**config.mk**
```make
export PLATFORM = sky130hd
export DESIGN_NAME = tsense_seq
export DESIGN_NICKNAME = d
export VERILOG_FILES = /design/src/rtl/tsense_pkg.sv /design/src/rtl/tsense_fsm.sv /design/src/rtl/tsense_conv.sv /design/src/rtl/tsense_regs.sv /design/src/rtl/tsense_seq.sv
export SDC_FILE = /design/constraint.sdc
export NUM_CORES = 1
export LEC_CHECK = 0
export ABC_AREA = 1
export CORE_UTILIZATION = 30
export CTS_CLUSTER_DIAMETER = 40
export CTS_CLUSTER_SIZE = 25
export DETAILED_ROUTE_END_ITERATION = 16
export DONT_BUFFER_PORTS = 1
export GPL_TIMING_DRIVEN = 1
export HOLD_SLACK_MARGIN = 0.06
export SKIP_LAST_GASP = 1
export SYNTH_ARGS = -nofsm -noshare
export SYNTH_HDL_FRONTEND = slang
export SYNTH_SLANG_ARGS = --single-unit
```
**constraint.sdc**
```tcl
create_clock -name clk -period 3.71 [get_ports clk]
set_input_delay 0.1855 -clock clk [delete_from_list [all_inputs] [get_ports clk]]
set_output_delay 0.1855 -clock clk [all_outputs]
set_load 0.01 [all_outputs]
```
**src/rtl/tsense_pkg.sv**
```systemverilog
package tsense_pkg;

    localparam int DATA_W    = 32;
    localparam int TEMP_W    = 32;

    // control/status word bit positions, decoded by software
    localparam int BIT_RSTN  = 0;
    localparam int BIT_PD    = 1;
    localparam int BIT_RUN   = 2;
    localparam int CODE_LSB  = 16;

    typedef enum logic [2:0] {
        ST_OFF,
        ST_PD_PULSE,
        ST_PWRUP,
        ST_SETTLE,
        ST_RUN,
        ST_STOP
    } seq_state_e;

    typedef enum logic [1:0] {
        CV_IDLE,
        CV_DIV,
        CV_FIN
    } conv_phase_e;

    // cycles needed to cover a minimum time, rounded up
    function automatic int ns_to_cycles(input longint ns, input longint hz);
        longint prod;
        prod = ns * hz + 64'sd999_999_999;
        return int'(prod / 64'sd1_000_000_000);
    endfunction

endpackage

```
**src/rtl/tsense_fsm.sv**
```systemverilog
module tsense_fsm
    import tsense_pkg::*;
#(
    parameter longint CLK_FREQ_HZ = 125_000_000,
    parameter int     PD_PULSE_NS = 1000,
    parameter int     PWRUP_NS    = 50100,
    parameter int     SETTLE_NS   = 1000
) (
    input  logic clk,
    input  logic rst_n,
    input  logic en_req_i,
    input  logic dis_req_i,
    output logic pd_o,
    output logic core_rstn_o,
    output logic run_o,
    output logic busy_o
);

    localparam int T_PD   = ns_to_cycles(longint'(PD_PULSE_NS), CLK_FREQ_HZ);
    localparam int T_PU   = ns_to_cycles(longint'(PWRUP_NS), CLK_FREQ_HZ);
    localparam int T_SU   = ns_to_cycles(longint'(SETTLE_NS), CLK_FREQ_HZ);
    localparam int T_MAX0 = (T_PD > T_SU) ? T_PD : T_SU;
    localparam int T_MAX  = (T_PU > T_MAX0) ? T_PU : T_MAX0;
    localparam int CNT_W  = $clog2(T_MAX + 1);

    typedef struct packed {
        seq_state_e       state;
        logic [CNT_W-1:0] cnt;
        logic             pd;
        logic             rstn;
        logic             run;
    } seq_t;

    seq_t q, d;

    always_comb begin
        d = q;
        case (q.state)
            ST_OFF: begin
                if (en_req_i && !dis_req_i) begin
                    d.state = ST_PD_PULSE;
                    d.cnt   = CNT_W'(T_PD - 1);
                    d.pd    = 1'b1;
                    d.rstn  = 1'b0;
                    d.run   = 1'b0;
                end
            end
            ST_PD_PULSE, ST_PWRUP, ST_SETTLE: begin
                if (dis_req_i) begin
                    d.state = ST_OFF;
                    d.cnt   = '0;
                    d.pd    = 1'b1;
                    d.rstn  = 1'b0;
                    d.run   = 1'b0;
                end else if (q.cnt != '0) begin
                    d.cnt = q.cnt - CNT_W'(1);
                end else if (q.state == ST_PD_PULSE) begin
                    d.state = ST_PWRUP;
                    d.cnt   = CNT_W'(T_PU - 1);
                    d.pd    = 1'b0;
                    d.rstn  = 1'b0;
                end else if (q.state == ST_PWRUP) begin
                    d.state = ST_SETTLE;
                    d.cnt   = CNT_W'(T_SU - 1);
                    d.rstn  = 1'b1;
                end else begin
                    d.state = ST_RUN;
                    d.run   = 1'b1;
                end
            end
            ST_RUN: begin
                if (dis_req_i) begin
                    d.state = ST_STOP;
                    d.run   = 1'b0;
                end
            end
            ST_STOP: begin
                d.state = ST_OFF;
                d.pd    = 1'b1;
                d.rstn  = 1'b0;
            end
            default: begin
                d.state = ST_OFF;
                d.cnt   = '0;
                d.pd    = 1'b1;
                d.rstn  = 1'b0;
                d.run   = 1'b0;
            end
        endcase
    end

    always_ff @(posedge clk or negedge rst_n) begin
        if (!rst_n) begin
            q <= '{state: ST_OFF, cnt: '0, pd: 1'b1, rstn: 1'b0, run: 1'b0};
        end else begin
            q <= d;
        end
    end

    assign pd_o        = q.pd;
    assign core_rstn_o = q.rstn;
    assign run_o       = q.run;
    assign busy_o      = (q.state != ST_OFF) && (q.state != ST_RUN);

    // conversion only with the core out of reset
    a_r4_run_needs_release: assert property (@(posedge clk) disable iff (!rst_n)
        q.run |-> q.rstn);

    // power-down only falls while reset is still held
    a_r2_pd_fall_in_reset: assert property (@(posedge clk) disable iff (!rst_n)
        $fell(q.pd) |-> (!q.rstn && !q.run));

    // reset only released with the core powered
    a_r3_release_powered: assert property (@(posedge clk) disable iff (!rst_n)
        $rose(q.rstn) |-> !q.pd);

    // stopping keeps reset released, then powers down
    a_r6_stop_order: assert property (@(posedge clk) disable iff (!rst_n)
        $fell(q.run) |-> (q.rstn && !q.pd) ##1 (q.pd && !q.rstn));

    // disable in a power-up step lands in the off state
    a_r10_abort: assert property (@(posedge clk) disable iff (!rst_n)
        (dis_req_i && busy_o && !q.run && q.state != ST_STOP) |=> (q.pd && !q.rstn && !busy_o));

endmodule

```
**src/rtl/tsense_conv.sv**
```systemverilog
module tsense_conv
    import tsense_pkg::*;
#(
    parameter int CODE_W    = 12,
    parameter int SCALE_NUM = 237500,
    parameter int SCALE_DEN = 4094,
    parameter int OFFSET    = 81100
) (
    input  logic                     clk,
    input  logic                     rst_n,
    input  logic                     run_i,
    input  logic [CODE_W-1:0]        code_i,
    output logic signed [TEMP_W-1:0] temp_o,
    output logic                     valid_o
);

    localparam int NUM_W  = $clog2(SCALE_NUM + 1);
    localparam int PROD_W = CODE_W + NUM_W;
    localparam int DEN_W  = $clog2(SCALE_DEN + 1);
    localparam int REM_W  = DEN_W + 1;
    localparam int ITER_W = $clog2(PROD_W + 1);
    localparam int signed T_MIN = -OFFSET;

    typedef struct packed {
        conv_phase_e              phase;
        logic [PROD_W-1:0]        quo;
        logic [DEN_W-1:0]         rem;
        logic [ITER_W-1:0]        iter;
        logic signed [TEMP_W-1:0] temp;
        logic                     valid;
    } conv_t;

    conv_t q, d;
    logic [REM_W-1:0] rem_sh;

    always_comb begin
        d      = q;
        rem_sh = {q.rem, q.quo[PROD_W-1]};
        if (!run_i) begin
            d.phase = CV_IDLE;
            d.valid = 1'b0;
        end else begin
            case (q.phase)
                CV_IDLE: begin
                    d.quo   = PROD_W'(code_i) * PROD_W'(SCALE_NUM);
                    d.rem   = '0;
                    d.iter  = ITER_W'(PROD_W - 1);
                    d.phase = CV_DIV;
                end
                CV_DIV: begin
                    if (rem_sh >= REM_W'(SCALE_DEN)) begin
                        d.rem = DEN_W'(rem_sh - REM_W'(SCALE_DEN));
                        d.quo = {q.quo[PROD_W-2:0], 1'b1};
                    end else begin
                        d.rem = rem_sh[DEN_W-1:0];
                        d.quo = {q.quo[PROD_W-2:0], 1'b0};
                    end
                    if (q.iter == '0) begin
                        d.phase = CV_FIN;
                    end else begin
                        d.iter = q.iter - ITER_W'(1);
                    end
                end
                CV_FIN: begin
                    d.temp  = $signed(TEMP_W'(q.quo)) - $signed(TEMP_W'(OFFSET));
                    d.valid = 1'b1;
                    d.phase = CV_IDLE;
                end
                default: d.phase = CV_IDLE;
            endcase
        end
    end

    always_ff @(posedge clk or negedge rst_n) begin
        if (!rst_n) begin
            q <= '{phase: CV_IDLE, quo: '0, rem: '0, iter: '0, temp: '0, valid: 1'b0};
        end else begin
            q <= d;
        end
    end

    assign temp_o  = q.temp;
    assign valid_o = q.valid;

    // no valid result once conversion is stopped
    a_r11_valid_drops: assert property (@(posedge clk) disable iff (!rst_n)
        !run_i |=> !q.valid);

    // a scaled result never lies below the offset floor
    a_r5_temp_floor: assert property (@(posedge clk) disable iff (!rst_n)
        q.valid |-> (q.temp >= T_MIN));

    // the divider remainder stays below the divisor
    a_r5_rem_bound: assert property (@(posedge clk) disable iff (!rst_n)
        (q.phase == CV_DIV) |-> (q.rem < DEN_W'(SCALE_DEN)));

endmodule

```
**src/rtl/tsense_regs.sv**
```systemverilog
module tsense_regs
    import tsense_pkg::*;
#(
    parameter int ADDR_W = 4,
    parameter int CODE_W = 12
) (
    input  logic                     clk,
    input  logic                     rst_n,
    input  logic                     rq_valid_i,
    input  logic [ADDR_W-1:0]        rq_addr_i,
    output logic                     rq_ready_o,
    output logic                     rsp_valid_o,
    output logic [DATA_W-1:0]        rsp_data_o,
    output logic                     rsp_nodata_o,
    input  logic                     core_rstn_i,
    input  logic                     pd_i,
    input  logic                     run_i,
    input  logic [CODE_W-1:0]        code_i,
    input  logic signed [TEMP_W-1:0] temp_i,
    input  logic                     temp_valid_i
);

    localparam logic [ADDR_W-1:0] ADDR_CTRL = ADDR_W'(0);
    localparam logic [ADDR_W-1:0] ADDR_TEMP = ADDR_W'(4);

    typedef struct packed {
        logic              valid;
        logic [DATA_W-1:0] data;
        logic              nodata;
    } rsp_t;

    rsp_t q, d;

    always_comb begin
        d.valid  = rq_valid_i;
        d.data   = '0;
        d.nodata = 1'b0;
        if (rq_valid_i) begin
            if (rq_addr_i == ADDR_CTRL) begin
                d.data[BIT_RSTN]             = core_rstn_i;
                d.data[BIT_PD]               = pd_i;
                d.data[BIT_RUN]              = run_i;
                d.data[CODE_LSB +: CODE_W]   = code_i;
            end else if (rq_addr_i == ADDR_TEMP) begin
                if (temp_valid_i) begin
                    d.data = DATA_W'(temp_i);
                end else begin
                    d.nodata = 1'b1;
                end
            end
        end
    end

    always_ff @(posedge clk or negedge rst_n) begin
        if (!rst_n) begin
            q <= '0;
        end else begin
            q <= d;
        end
    end

    assign rq_ready_o   = 1'b1;
    assign rsp_valid_o  = q.valid;
    assign rsp_data_o   = q.data;
    assign rsp_nodata_o = q.nodata;

    // a no-data answer carries no value
    a_r9_nodata_zero: assert property (@(posedge clk) disable iff (!rst_n)
        q.nodata |-> (q.valid && q.data == '0));

    // each response follows one accepted request
    a_r8_one_response: assert property (@(posedge clk) disable iff (!rst_n)
        (rq_valid_i && rq_ready_o) |=> rsp_valid_o);

endmodule

```
**src/rtl/tsense_seq.sv**
```systemverilog
module tsense_seq
    import tsense_pkg::*;
#(
    parameter longint CLK_FREQ_HZ = 125_000_000,
    parameter int     CODE_W      = 12,
    parameter int     ADDR_W      = 4,
    parameter int     PD_PULSE_NS = 1000,
    parameter int     PWRUP_NS    = 50100,
    parameter int     SETTLE_NS   = 1000,
    parameter int     SCALE_NUM   = 237500,
    parameter int     SCALE_DEN   = 4094,
    parameter int     OFFSET      = 81100
) (
    input  logic                     clk,
    input  logic                     rst_n,
    input  logic                     en_req_i,
    input  logic                     dis_req_i,
    output logic                     core_pd_o,
    output logic                     core_rstn_o,
    output logic                     core_run_o,
    input  logic [CODE_W-1:0]        core_code_i,
    output logic                     busy_o,
    output logic signed [TEMP_W-1:0] temp_o,
    output logic                     temp_valid_o,
    input  logic                     rq_valid_i,
    input  logic [ADDR_W-1:0]        rq_addr_i,
    output logic                     rq_ready_o,
    output logic                     rsp_valid_o,
    output logic [DATA_W-1:0]        rsp_data_o,
    output logic                     rsp_nodata_o
);

    tsense_fsm #(
        .CLK_FREQ_HZ (CLK_FREQ_HZ),
        .PD_PULSE_NS (PD_PULSE_NS),
        .PWRUP_NS    (PWRUP_NS),
        .SETTLE_NS   (SETTLE_NS)
    ) u_fsm (
        .clk         (clk),
        .rst_n       (rst_n),
        .en_req_i    (en_req_i),
        .dis_req_i   (dis_req_i),
        .pd_o        (core_pd_o),
        .core_rstn_o (core_rstn_o),
        .run_o       (core_run_o),
        .busy_o      (busy_o)
    );

    tsense_conv #(
        .CODE_W    (CODE_W),
        .SCALE_NUM (SCALE_NUM),
        .SCALE_DEN (SCALE_DEN),
        .OFFSET    (OFFSET)
    ) u_conv (
        .clk     (clk),
        .rst_n   (rst_n),
        .run_i   (core_run_o),
        .code_i  (core_code_i),
        .temp_o  (temp_o),
        .valid_o (temp_valid_o)
    );

    tsense_regs #(
        .ADDR_W (ADDR_W),
        .CODE_W (CODE_W)
    ) u_regs (
        .clk          (clk),
        .rst_n        (rst_n),
        .rq_valid_i   (rq_valid_i),
        .rq_addr_i    (rq_addr_i),
        .rq_ready_o   (rq_ready_o),
        .rsp_valid_o  (rsp_valid_o),
        .rsp_data_o   (rsp_data_o),
        .rsp_nodata_o (rsp_nodata_o),
        .core_rstn_i  (core_rstn_o),
        .pd_i         (core_pd_o),
        .run_i        (core_run_o),
        .code_i       (core_code_i),
        .temp_i       (temp_o),
        .temp_valid_i (temp_valid_o)
    );

endmodule

```
==> flow_summary.json, run 1 <==
{
  "status": "finished, violations left",
  "violations": "negative setup slack",
  "drt-initial-drc-count": 710,
  "fillers": 3897,
  "criticalPathCategory": "input pin to flip-flop",
  "nNetsFinal": 1781,
  "grt_usage_pct": 17.21,
  "synth-edff-count": 0,
  "wl_um": 32840,
  "min_from": "core_code_i[3]",
  "worst-path-max-fanout": 6,
  "cts_buffers": 17,
  "yosys_register_bits": 133,
  "hp-class": "input pin to flip-flop",
  "fin_crit_ps": 3982,
  "layout-drive-gt1-share_pct": 15.62,
  "start_kind": "input pin",
  "cp_slowest_cell": "fa_2",
  "finClkSkew_ps": 11.61,
  "ant_nets": 0,
  "synth_top_area_share_pct": 28.38,
  "fp.dieH_um": 199.0,
  "synth_area_leaders": "dfrtp_1 (28%), fa_1 (14%), nand2_1 (13%), inv_1 (10%), ha_1 (9.0%)",
  "synth_ff_type": "dfrtp_1",
  "clock_path_buffers": 2,
  "final-hold-violation-count": 0,
  "finish.utilization_pct": 36.30,
  "ioPinCount": 93,
  "drc": 0,
  "ys_top_cells_by_count": "nand2_1 (388), inv_1 (324), dfrtp_1 (132), nor2_1 (108), nand3_1 (99)",
  "path_delay_family": "adder cells",
  "setup_slack_ps": -271.6,
  "synth.most_common_cell": "nand2_1",
  "gp_congestion": 0.9359,
  "avgViaCountPerCell": 4.706,
  "rows": 71,
  "h-tree-depth": 4,
  "cp_num_buf_inv": 3,
  "fin_crit_sh_pct": 107.3,
  "yosys_warnings": 0,
  "insertion_delay_ps": 420,
  "dieArea_sq_mm": 0.03959,
  "max_stage_delay_ps": 690,
  "cts_tree": "yes",
  "hold_ws_ps": 103.6,
  "syn_nets": 1744,
  "wl_per_cell_um": 15.50,
  "antenna_found_initial": 1,
  "dp_slack_ps": -719.9,
  "grt_pass1_vias": 9944,
  "dp.cells": 2067,
  "cp_data_arrival_time_ps": 4290,
  "reg2reg_from": "u_fsm.run_o$_DFFE_PN0P_",
  "max-slew-margin-rel_pct": 37.93,
  "initial_core_util_pct": 30.68,
  "dr.pass1.iters": 5,
  "area_delta_synth_final_pct": 18.32,
  "clock-root-buffer": "clkbuf_16",
  "grt_max_degree": 134,
  "grt_pass1_wl_um": 52650,
  "netlist_area_sq_mm": 0.01164,
  "worstMarginPinSlew_ps": 930.1,
  "setup_viol": 17,
  "end_kind": "flip-flop",
  "syn_inst": 1558,
  "yosysUniqueCellTypes": 46,
  "dieWidth_um": 199.0,
  "max_cap_viol_count": 0,
  "cts.sinks": 133,
  "synthArstFlopShare_pct": 100.0,
  "dp_hpwl_um": 26140,
  "coreArea_sq_mm": 0.03793,
  "grt_setup_unrepaired": "yes",
  "portBuffers": 0,
  "vias": 9971,
  "worstPathRequired_ps": 4020,
  "fmax_ghz": 0.2512,
  "overflow": 0,
  "slew_viol_final": 0,
  "synth.avg_cell_area_sq_um": 7.470,
  "ys_seq_area_share_pct": 28.61,
  "setup.worst_path.start": "core_code_i[8]",
  "fin_cells": 2119,
  "synth_top_cell_by_area": "dfrtp_1",
  "crit_path_cell_trace": "fa_2, fa_1, fa_2, fa_1, inv_2, fa_1, inv_2, ha_4, buf_4, nand2_4, nor2_2, nand2_1, nor2_4, nor2_4, nand3_1, nand3_1, nand2_1, nand2_1",
  "path_clk_slew_ps": 60
}
[final cells by class]
cell class | instances | area, sq um | share of cell area, %
multi-input combinational | 1029 | 7263 | 52.74
sequential | 133 | 3329 | 24.18
inverter | 330 | 1252 | 9.095
timing repair buffer | 84 | 709.4 | 5.152
tap | 511 | 639.4 | 4.643
clock buffer | 19 | 442.9 | 3.216
clock inverter | 12 | 131.4 | 0.9540
antenna | 1 | 2.502 | 0.01817
[placed cells by master, fill, tap and decap left out, types with 4 or more instances in the layout]
| master | Yosys | layout |
|---|---|---|
| nand2_1 | 388 | 348 |
| inv_1 | 324 | 304 |
| dfrtp_1 | 132 | 132 |
| nor2_1 | 108 | 92 |
| nand3_1 | 99 | 87 |
| fa_1 | 81 | 73 |
| ha_1 | 84 | 71 |
| buf_4 | 34 | 68 |
| o21ai_0 | 66 | 58 |
| a21oi_1 | 59 | 50 |
| nand2_2 | 3 | 30 |
| nand4_1 | 23 | 23 |
| nor3_1 | 22 | 22 |
| inv_2 | 3 | 20 |
| o21ai_1 | 11 | 17 |
| clkbuf_16 | 0 | 17 |
| xor2_1 | 19 | 16 |
| nand2_4 | 2 | 15 |
| nor2_4 | 4 | 13 |
| a31oi_1 | 12 | 12 |
| ha_4 | 0 | 12 |
| dlygate4sd3_1 | 0 | 12 |
| nand3_2 | 1 | 11 |
| nor2_2 | 1 | 8 |
| fa_2 | 0 | 8 |
| a21oi_2 | 0 | 7 |
| a211oi_1 | 6 | 6 |
| xnor2_1 | 6 | 6 |
| inv_4 | 2 | 5 |
| a221oi_1 | 5 | 5 |
| clkinv_2 | 1 | 4 |
| o22ai_1 | 4 | 4 |
| clkinvlp_4 | 0 | 4 |
[cells by family after synthesis]
logic type                 count (synthesis)  share of synthesized area, %
AOI/OAI and AO/OA                        171                         8.030
xor gates and xnor gates                  25                         1.881
adders and majority gates                165                         22.96
buffers and inverters                    396                         14.10
DFF                                      133                         28.61
other                                      1                       0.03222
and+or+nand+nor                          667                         24.38
[worst register-to-register path: cells and delay by family, from the launching register on]
family,cells,cell delay [ps]
compound gates,2,290
buf+inv,3,600
flops,1,450
simple gates,2,970
[repair_timing]
item	CTS	global route
endpoints found under the setup margin	18	20
pin swaps	41	44
hold buffers	13	0
gates resized for setup	28	54
endpoints found under the hold margin	148	0
setup buffers	3	4
[through the flow]
stage	area, sq um	setup TNS (ps)
3_5_place_dp	12680	-11570
3_3_place_gp	12680	-11390
5_1_grt	13770	-5394
6_report	13770	-2787
4_1_cts	13520	-2276
2_1_floorplan	11930	-4635
[routing by layer]
| metal | up-vias | global-route usage [%] | wire length [um] |
|---|---|---|---|
| met3 | 52 | 3.154 | 1748 |
| met4 | 0 | 5.271 | 927 |
| li1 | 4868 | - | - |
| met2 | 263 | 29.42 | 15920 |
| met1 | 4788 | 21.89 | 14240 |
| met5 | - | 0 | 0 |
[registers in the layout, indices dropped and copies added (netlist names)]
register / cells
u_conv.valid_o: 1
u_fsm.q: 16
u_fsm.core_rstn_o: 1
u_fsm.pd_o: 1
u_fsm.run_o: 1
u_regs.rsp_valid_o: 1
u_regs.rsp_nodata_o: 1
u_regs.rsp_data_o: 31
u_conv.q: 49
u_conv.temp_o: 31
[worst paths after layout]
kind	end	slack [ps]	cells past startpoint
setup / recovery	u_conv.q[74]$_DFFE_PN0P_	-270	18
hold / removal	u_regs.rsp_data_o[19]$_DFF_PN0_	100	3
min in group asynchronous	u_conv.q[74]$_DFFE_PN0P_	410	2
hold reg to reg	u_conv.q[81]$_DFFE_PN0P_	440	1
setup reg to reg	u_conv.q[60]$_DFFE_PN0P_	1280	7
max in group asynchronous	u_conv.q[72]$_DFFE_PN0P_	2690	2
Power of run 1 is not shown: default switching activity piles up to over one toggle a cycle in this logic, so the estimate is an artifact.
==> inputs of run 2 (changes only) <==
- ABC_AREA: 1 -> unset
==> run 2 against run 1 <==
Compared with the run above: worst setup slack lost 290 ps; clock skew is essentially flat; final cell count fell by 19%; the run still ends with negative setup slack left; non-clock buffer count increased by 62; hold slack got worse by 1.4 ps.
==> flow_summary.json, run 2 <==
{
  "synth_ff_type": "dfrtp_1",
  "cts_tree": "yes",
  "worst-path-max-fanout": 7,
  "seq_area_sq_mm": 0.003329,
  "final-hold-violation-count": 0,
  "dieWidth_um": 190.1,
  "finClkSkew_ps": 11.65,
  "grt_pass1_vias": 8595,
  "synth_area_leaders": "dfrtp_1 (31%), fa_1 (15%), ha_1 (9.9%), inv_1 (5.8%), o21ai_0 (4.0%)",
  "synth_xor_area_share_pct": 4.290,
  "overflow": 0,
  "criticalPathCategory": "input pin to flip-flop",
  "ioPinCount": 93,
  "portBuffers": 0,
  "ys_top_cells_by_count": "inv_1 (163), dfrtp_1 (132), nand2_1 (107), o21ai_0 (85), ha_1 (84)",
  "dr.pass1.iters": 5,
  "area_delta_synth_final_pct": 23.77,
  "dieArea_sq_mm": 0.03614,
  "yosys_register_bits": 133,
  "fmax_ghz": 0.2340,
  "dp_hpwl_um": 22300,
  "vias": 8251,
  "gp_congestion": 0.9100,
  "h-tree-depth": 4,
  "clock_path_buffers": 2,
  "dp_slack_ps": -1053,
  "worstMarginPinSlew_ps": 808.8,
  "yosys.area_share.adder_pct": 25.17,
  "path_clk_slew_ps": 60,
  "avgViaCountPerCell": 4.828,
  "cts.sinks": 133,
  "fin_crit_ps": 4273,
  "synth-edff-count": 0,
  "drt-initial-drc-count": 475,
  "grt_setup_unrepaired": "yes",
  "setup_slack_ps": -563.4,
  "end_kind": "flip-flop",
  "syn_nets": 1336,
  "cts_buffers": 17,
  "nNetsFinal": 1427,
  "max_cap_viol_count": 0,
  "yosysUniqueCellTypes": 71,
  "wl_um": 28280,
  "fillers": 3411,
  "cp_data_arrival_time_ps": 4620,
  "clock-root-buffer": "clkbuf_16",
  "slew_viol_final": 0,
  "hp-class": "input pin to flip-flop",
  "syn_inst": 1150,
  "status": "finished, violations left",
  "setup_viol": 17,
  "multi_input_area_sq_mm": 0.006797,
  "peakVddDrop_mv": 0.7168,
  "synth_compound_area_share_pct": 13.25,
  "synth_top_family_by_area": "adder cells",
  "insertion_delay_ps": 420,
  "p_leak_uw": 0.006094,
  "synth_top_cell_by_area": "dfrtp_1",
  "synth_mux_area_share_pct": 1.367,
  "initial_core_util_pct": 30.58,
  "stdcell_area_sq_mm": 0.01314,
  "diodes": 0,
  "antenna_found_initial": 1,
  "synthSimpleGateAreaFrac_pct": 14.72,
  "pwr_density_cell_mw_per_mm2": 1043,
  "setup_tns_ps": -6777,
  "start_kind": "input pin",
  "layout_commonest_cell": "inv_1",
  "p_total_uw": 13700,
  "top_register": "u_conv.q",
  "ys_seq_area_share_pct": 31.36,
  "mostFrequentLayoutCells": "inv_1 (137), dfrtp_1 (132), buf_4 (124), nand2_1 (102)",
  "synth.most_common_cell": "inv_1",
  "violations": "negative setup slack",
  "grt_max_degree": 134,
  "rows": 68,
  "fp.dieH_um": 190.1,
  "placed_cell_area_sq_mm": 0.01180,
  "ant_nets": 0,
  "largest_reg_flops": 49,
  "max-slew-margin-rel_pct": 45.88,
  "coreArea_sq_mm": 0.03471,
  "drc": 0,
  "grt_usage_pct": 16.22,
  "layout-drive-gt1-share_pct": 22.89,
  "synthArstFlopShare_pct": 100.0,
  "worstPathRequired_ps": 4050,
  "grt_pass1_wl_um": 46170,
  "wl_per_cell_um": 16.54,
  "synth_top_area_share_pct": 31.11,
  "netlist_area_sq_mm": 0.01062,
  "synth.avg_cell_area_sq_um": 9.232,
  "fin_crit_sh_pct": 115.2,
  "yosys_warnings": 0
}
## run 2: cell types whose count changed in the layout (fill, tap and decap cells not counted), moves of 17 or more
cell | previous run | this run
and2_1 | 1 | 19
buf_4 | 68 | 124
inv_1 | 304 | 137
nand2_1 | 348 | 102
nand2_2 | 30 | 4
nand3_1 | 87 | 25
nor2_1 | 92 | 55
nor2b_1 | 0 | 17
xnor2_1 | 6 | 33
## run 2: final cells by class
type | count | share of cell area (%)
well taps | 455 | 4.333
repair buffers | 146 | 9.055
inverters | 164 | 4.723
multi-input cells | 779 | 51.72
flip-flops and latches | 133 | 25.34
clock inverters | 12 | 1.352
clock buffers | 20 | 3.476
## run 2: routing by layer
metal,vias to the layer above,global-route usage (%),wire length (um)
met1,4039,20.51,12310
met5,-,0,13
met3,31,2.251,1362
li1,3974,-,-
met2,205,28.85,14160
met4,2,4.063,429
## run 2: critical path, stage by stage
cell     delay [ps]
fa_2            600
buf_6           120
inv_2            40
fa_1            540
inv_2            50
fa_2            420
fa_1            480
inv_1            50
fa_1            500
inv_2            50
ha_4            300
nand2_2          60
o21ai_1         140
and3_4          230
o31ai_4          80
o311a_1         300
or4_1           390
nand3_1          80
## run 2: final timing paths
check	to	depth (start not counted)	from	slack, ps
max in group asynchronous	u_conv.temp_o[19]$_DFFE_PN0P_	2	rst_n	2770
max	u_conv.q[77]$_DFFE_PN0P_	18	core_code_i[9]	-560
min reg2reg	u_conv.q[81]$_DFFE_PN0P_	1	u_conv.q[37]$_DFFE_PN0P_	460
max reg2reg	u_fsm.q[14]$_DFFE_PN0P_	8	u_fsm.q[5]$_DFFE_PN0P_	910
min	u_fsm.q[16]$_DFFE_PN0P_	3	dis_req_i	100
min in group asynchronous	u_conv.q[76]$_DFFE_PN0P_	2	rst_n	390
## run 2: cell families after synthesis
kind of cell,count (synthesis)
muxes,14
AOI/OAI and AO/OA,231
DFF,133
and+or+nand+nor,316
buffers and inverters,238
adders and majority gates,165
xor gates and xnor gates,52
other,1
## run 2: repair_timing
action,4_1_cts,5_1_grt
hold endpoints to repair,157,0
gates resized for setup,66,37
cloned,0,0
pin swaps,54,52
setup buffers,13,10
hold buffers,12,0
setup endpoints to repair,19,19
## run 2: power by group
part | internal (uW) | total, uW | switching [uW]
combinational | 5420 | 10400 | 4940
clock | 1160 | 1800 | 640
sequential | 1500 | 1540 | 48.5
## run 2: metrics by stage
step	utilization, %	cells	hold slack [ps]
6_report	37.85	1709	102.2
5_1_grt	37.85	1709	96.47
4_1_cts	37.23	1699	69.28
3_5_place_dp	34.00	1645	-107.5
3_3_place_gp	34.00	1645	-107.5
2_1_floorplan	-	1150	-110.1
Power figures use the tool's default switching activity.
==> inputs of run 3 (changes only) <==
- CTS_BUF_LIST: unset -> sky130_fd_sc_hd__clkbuf_16
==> run 3 against run 2 <==
Compared with the run above: the flow still finishes with violations (negative setup slack); critical path depth fell by 2; maximum frequency rose by 0.46%; combinational power fell by 4%; final cell count fell by 0.47%; global-route usage barely moved; register-to-register slack barely moved; critical path type unchanged; critical endpoint is now u_conv.q[74]$_DFFE_PN0P_; largest power group unchanged.
==> flow_summary.json, run 3 (synthesis gave the netlist of run 2 again) <==
{
  "portBuffers": 0,
  "mostFrequentLayoutCells": "inv_1 (142), dfrtp_1 (132), buf_4 (119), nand2_1 (103)",
  "internal_power_uw": 7770,
  "placed_cell_area_sq_mm": 0.01180,
  "min_path_cells": 2,
  "avgViaCountPerCell": 4.871,
  "nNetsFinal": 1419,
  "cp_data_arrival_time_ps": 4540,
  "antenna_found_initial": 1,
  "dr.pass1.iters": 6,
  "coreArea_sq_mm": 0.03471,
  "grt_usage_pct": 16.21,
  "dp_hpwl_um": 22300,
  "ant_nets": 0,
  "final-hold-violation-count": 0,
  "layout-drive-gt1-share_pct": 21.67,
  "top_register": "u_conv.q",
  "stdcell_area_sq_mm": 0.01302,
  "drt-initial-drc-count": 493,
  "initial_core_util_pct": 30.58,
  "gp_congestion": 0.9100,
  "drc": 0,
  "hp-class": "input pin to flip-flop",
  "reg2reg_to": "u_fsm.q[14]$_DFFE_PN0P_",
  "gr-max-usage-layer": "met2",
  "switching_power_uw": 5528,
  "p_comb_share_pct": 75.2,
  "max_stage_delay_ps": 620,
  "clock-root-buffer": "clkbuf_16",
  "dp.cells": 1645,
  "setup_slack_ps": -543.8,
  "worstPathRequired_ps": 4000,
  "insertion_delay_ps": 420,
  "status": "finished, violations left",
  "diodes": 0,
  "hold_end": "u_regs.rsp_data_o[21]$_DFF_PN0_",
  "fin_crit_ps": 4254,
  "cts.sinks": 133,
  "cts_tree": "yes",
  "clock_path_buffers": 2,
  "criticalPathCategory": "input pin to flip-flop",
  "finClkSkew_ps": 11.02,
  "worstMarginPinSlew_ps": 827.0,
  "path_clk_slew_ps": 60,
  "cp_slowest_cell": "fa_2",
  "power_frac_seq_pct": 11.6,
  "grt_pass1_wl_um": 46110,
  "setup_tns_ps": -6231,
  "overflow": 0,
  "end_kind": "flip-flop",
  "vias": 8285,
  "worst-path-max-fanout": 7,
  "setup_viol": 17,
  "violations": "negative setup slack",
  "grt_setup_unrepaired": "yes",
  "ioPinCount": 93,
  "fin_cells": 1701,
  "pwr_density_cell_mw_per_mm2": 1021,
  "grt_pass1_vias": 8593,
  "cp_common_cell": "fa_1",
  "fmax_ghz": 0.2351,
  "wl_um": 28280,
  "largest_reg_flops": 49,
  "fin_crit_sh_pct": 114.7,
  "dieWidth_um": 190.1,
  "slew_viol_final": 0,
  "layout_commonest_cell": "inv_1",
  "cts_buffers": 17,
  "grt_max_degree": 134,
  "h-tree-depth": 4,
  "max_cap_viol_count": 0,
  "gr-usage-met1_pct": 20.52,
  "peakVddDrop_mv": 0.6925,
  "fp.dieH_um": 190.1,
  "p_total_uw": 13300,
  "start_kind": "input pin",
  "rows": 68,
  "path_delay_family": "adder cells",
  "p_leak_uw": 0.006038,
  "r2r_cells": 8,
  "area_delta_synth_final_pct": 22.64,
  "wl_per_cell_um": 16.62,
  "max-slew-margin-rel_pct": 44.66,
  "cp_num_buf_inv": 3,
  "clkPwrFrac_pct": 13.2,
  "swShare_pct": 41.57,
  "min_from": "rq_valid_i",
  "crit_path_cell_trace": "fa_2, buf_12, fa_1, fa_1, fa_1, inv_2, fa_1, inv_2, ha_4, a21o_1, nand2b_4, o32a_1, o31a_1, a221oi_2, xor2_1, a21oi_1",
  "reg2reg_from": "u_fsm.q[5]$_DFFE_PN0P_",
  "regToRegSetupSlack_ps": 920,
  "grt.met3_usage_pct": 2.251,
  "grt_use_met2_pct": 28.78,
  "dieArea_sq_mm": 0.03614
}
[run 3: changes by cell type in the layout (fill, tap and decap cells not counted), sizes merged]
cell / before / now
clkbuf: 20 / 17
inv: 163 / 164
clkinv: 5 / 7
buf: 135 / 127
[run 3: worst max-delay path by stage]
stage / startpoint / endpoint / slack (ps) / depth (start not counted)
after global placement: core_code_i[11] / u_conv.q[77]$_DFFE_PN0P_ / -990 / 17
after CTS: core_code_i[9] / u_conv.q[74]$_DFFE_PN0P_ / -500 / 16
after global routing: core_code_i[9] / u_conv.q[74]$_DFFE_PN0P_ / -670 / 16
final: core_code_i[9] / u_conv.q[74]$_DFFE_PN0P_ / -540 / 16
after detailed placement: core_code_i[8] / u_conv.q[77]$_DFFE_PN0P_ / -1050 / 15
after floorplan: core_code_i[5] / u_conv.q[77]$_DFFE_PN0P_ / -880 / 17
[run 3: area by class of cell]
type | count | area [sq um]
timing repair buffer | 138 | 1119
inverter | 164 | 620.6
clock inverter | 15 | 188.9
clock buffer | 17 | 425.4
tap | 455 | 569.3
sequential | 133 | 3329
multi-input combinational | 779 | 6768
fill | 3420 | 21690
[run 3: stage by stage]
stage	util, %	setup slack [ps]	hold WS, ps
after floorplan	-	-881.1	-110.1
after global placement	34.00	-994.2	-107.5
after detailed placement	34.00	-1053	-107.5
after CTS	36.87	-503.9	69.03
after global routing	37.51	-670.7	96.47
final	37.51	-543.8	102.1
[run 3: power groups by stage]
stage,registers [uW],clock network (uW),logic (uW)
5_1_grt,1550,1860,11000
3_3_place_gp,1570,0,7960
2_1_floorplan,1550,0,5070
4_1_cts,1540,1790,8910
6_report,1550,1750,10000
3_5_place_dp,1570,0,8090
[run 3: per-layer routing]
layer  up-vias  wire, um
li1       3966         -
met1      4108     12480
met2       176     14210
met3        33      1133
met4         2       433
met5         -        13
[run 3: what timing repair did]
| action | CTS | global route |
|---|---|---|
| gates cloned | 0 | 0 |
| resized for setup | 45 | 44 |
| hold buffers | 12 | 0 |
| setup endpoints to repair | 19 | 19 |
| buffers inserted | 7 | 6 |
| endpoints found under the hold margin | 157 | 0 |
| pin swaps | 43 | 42 |
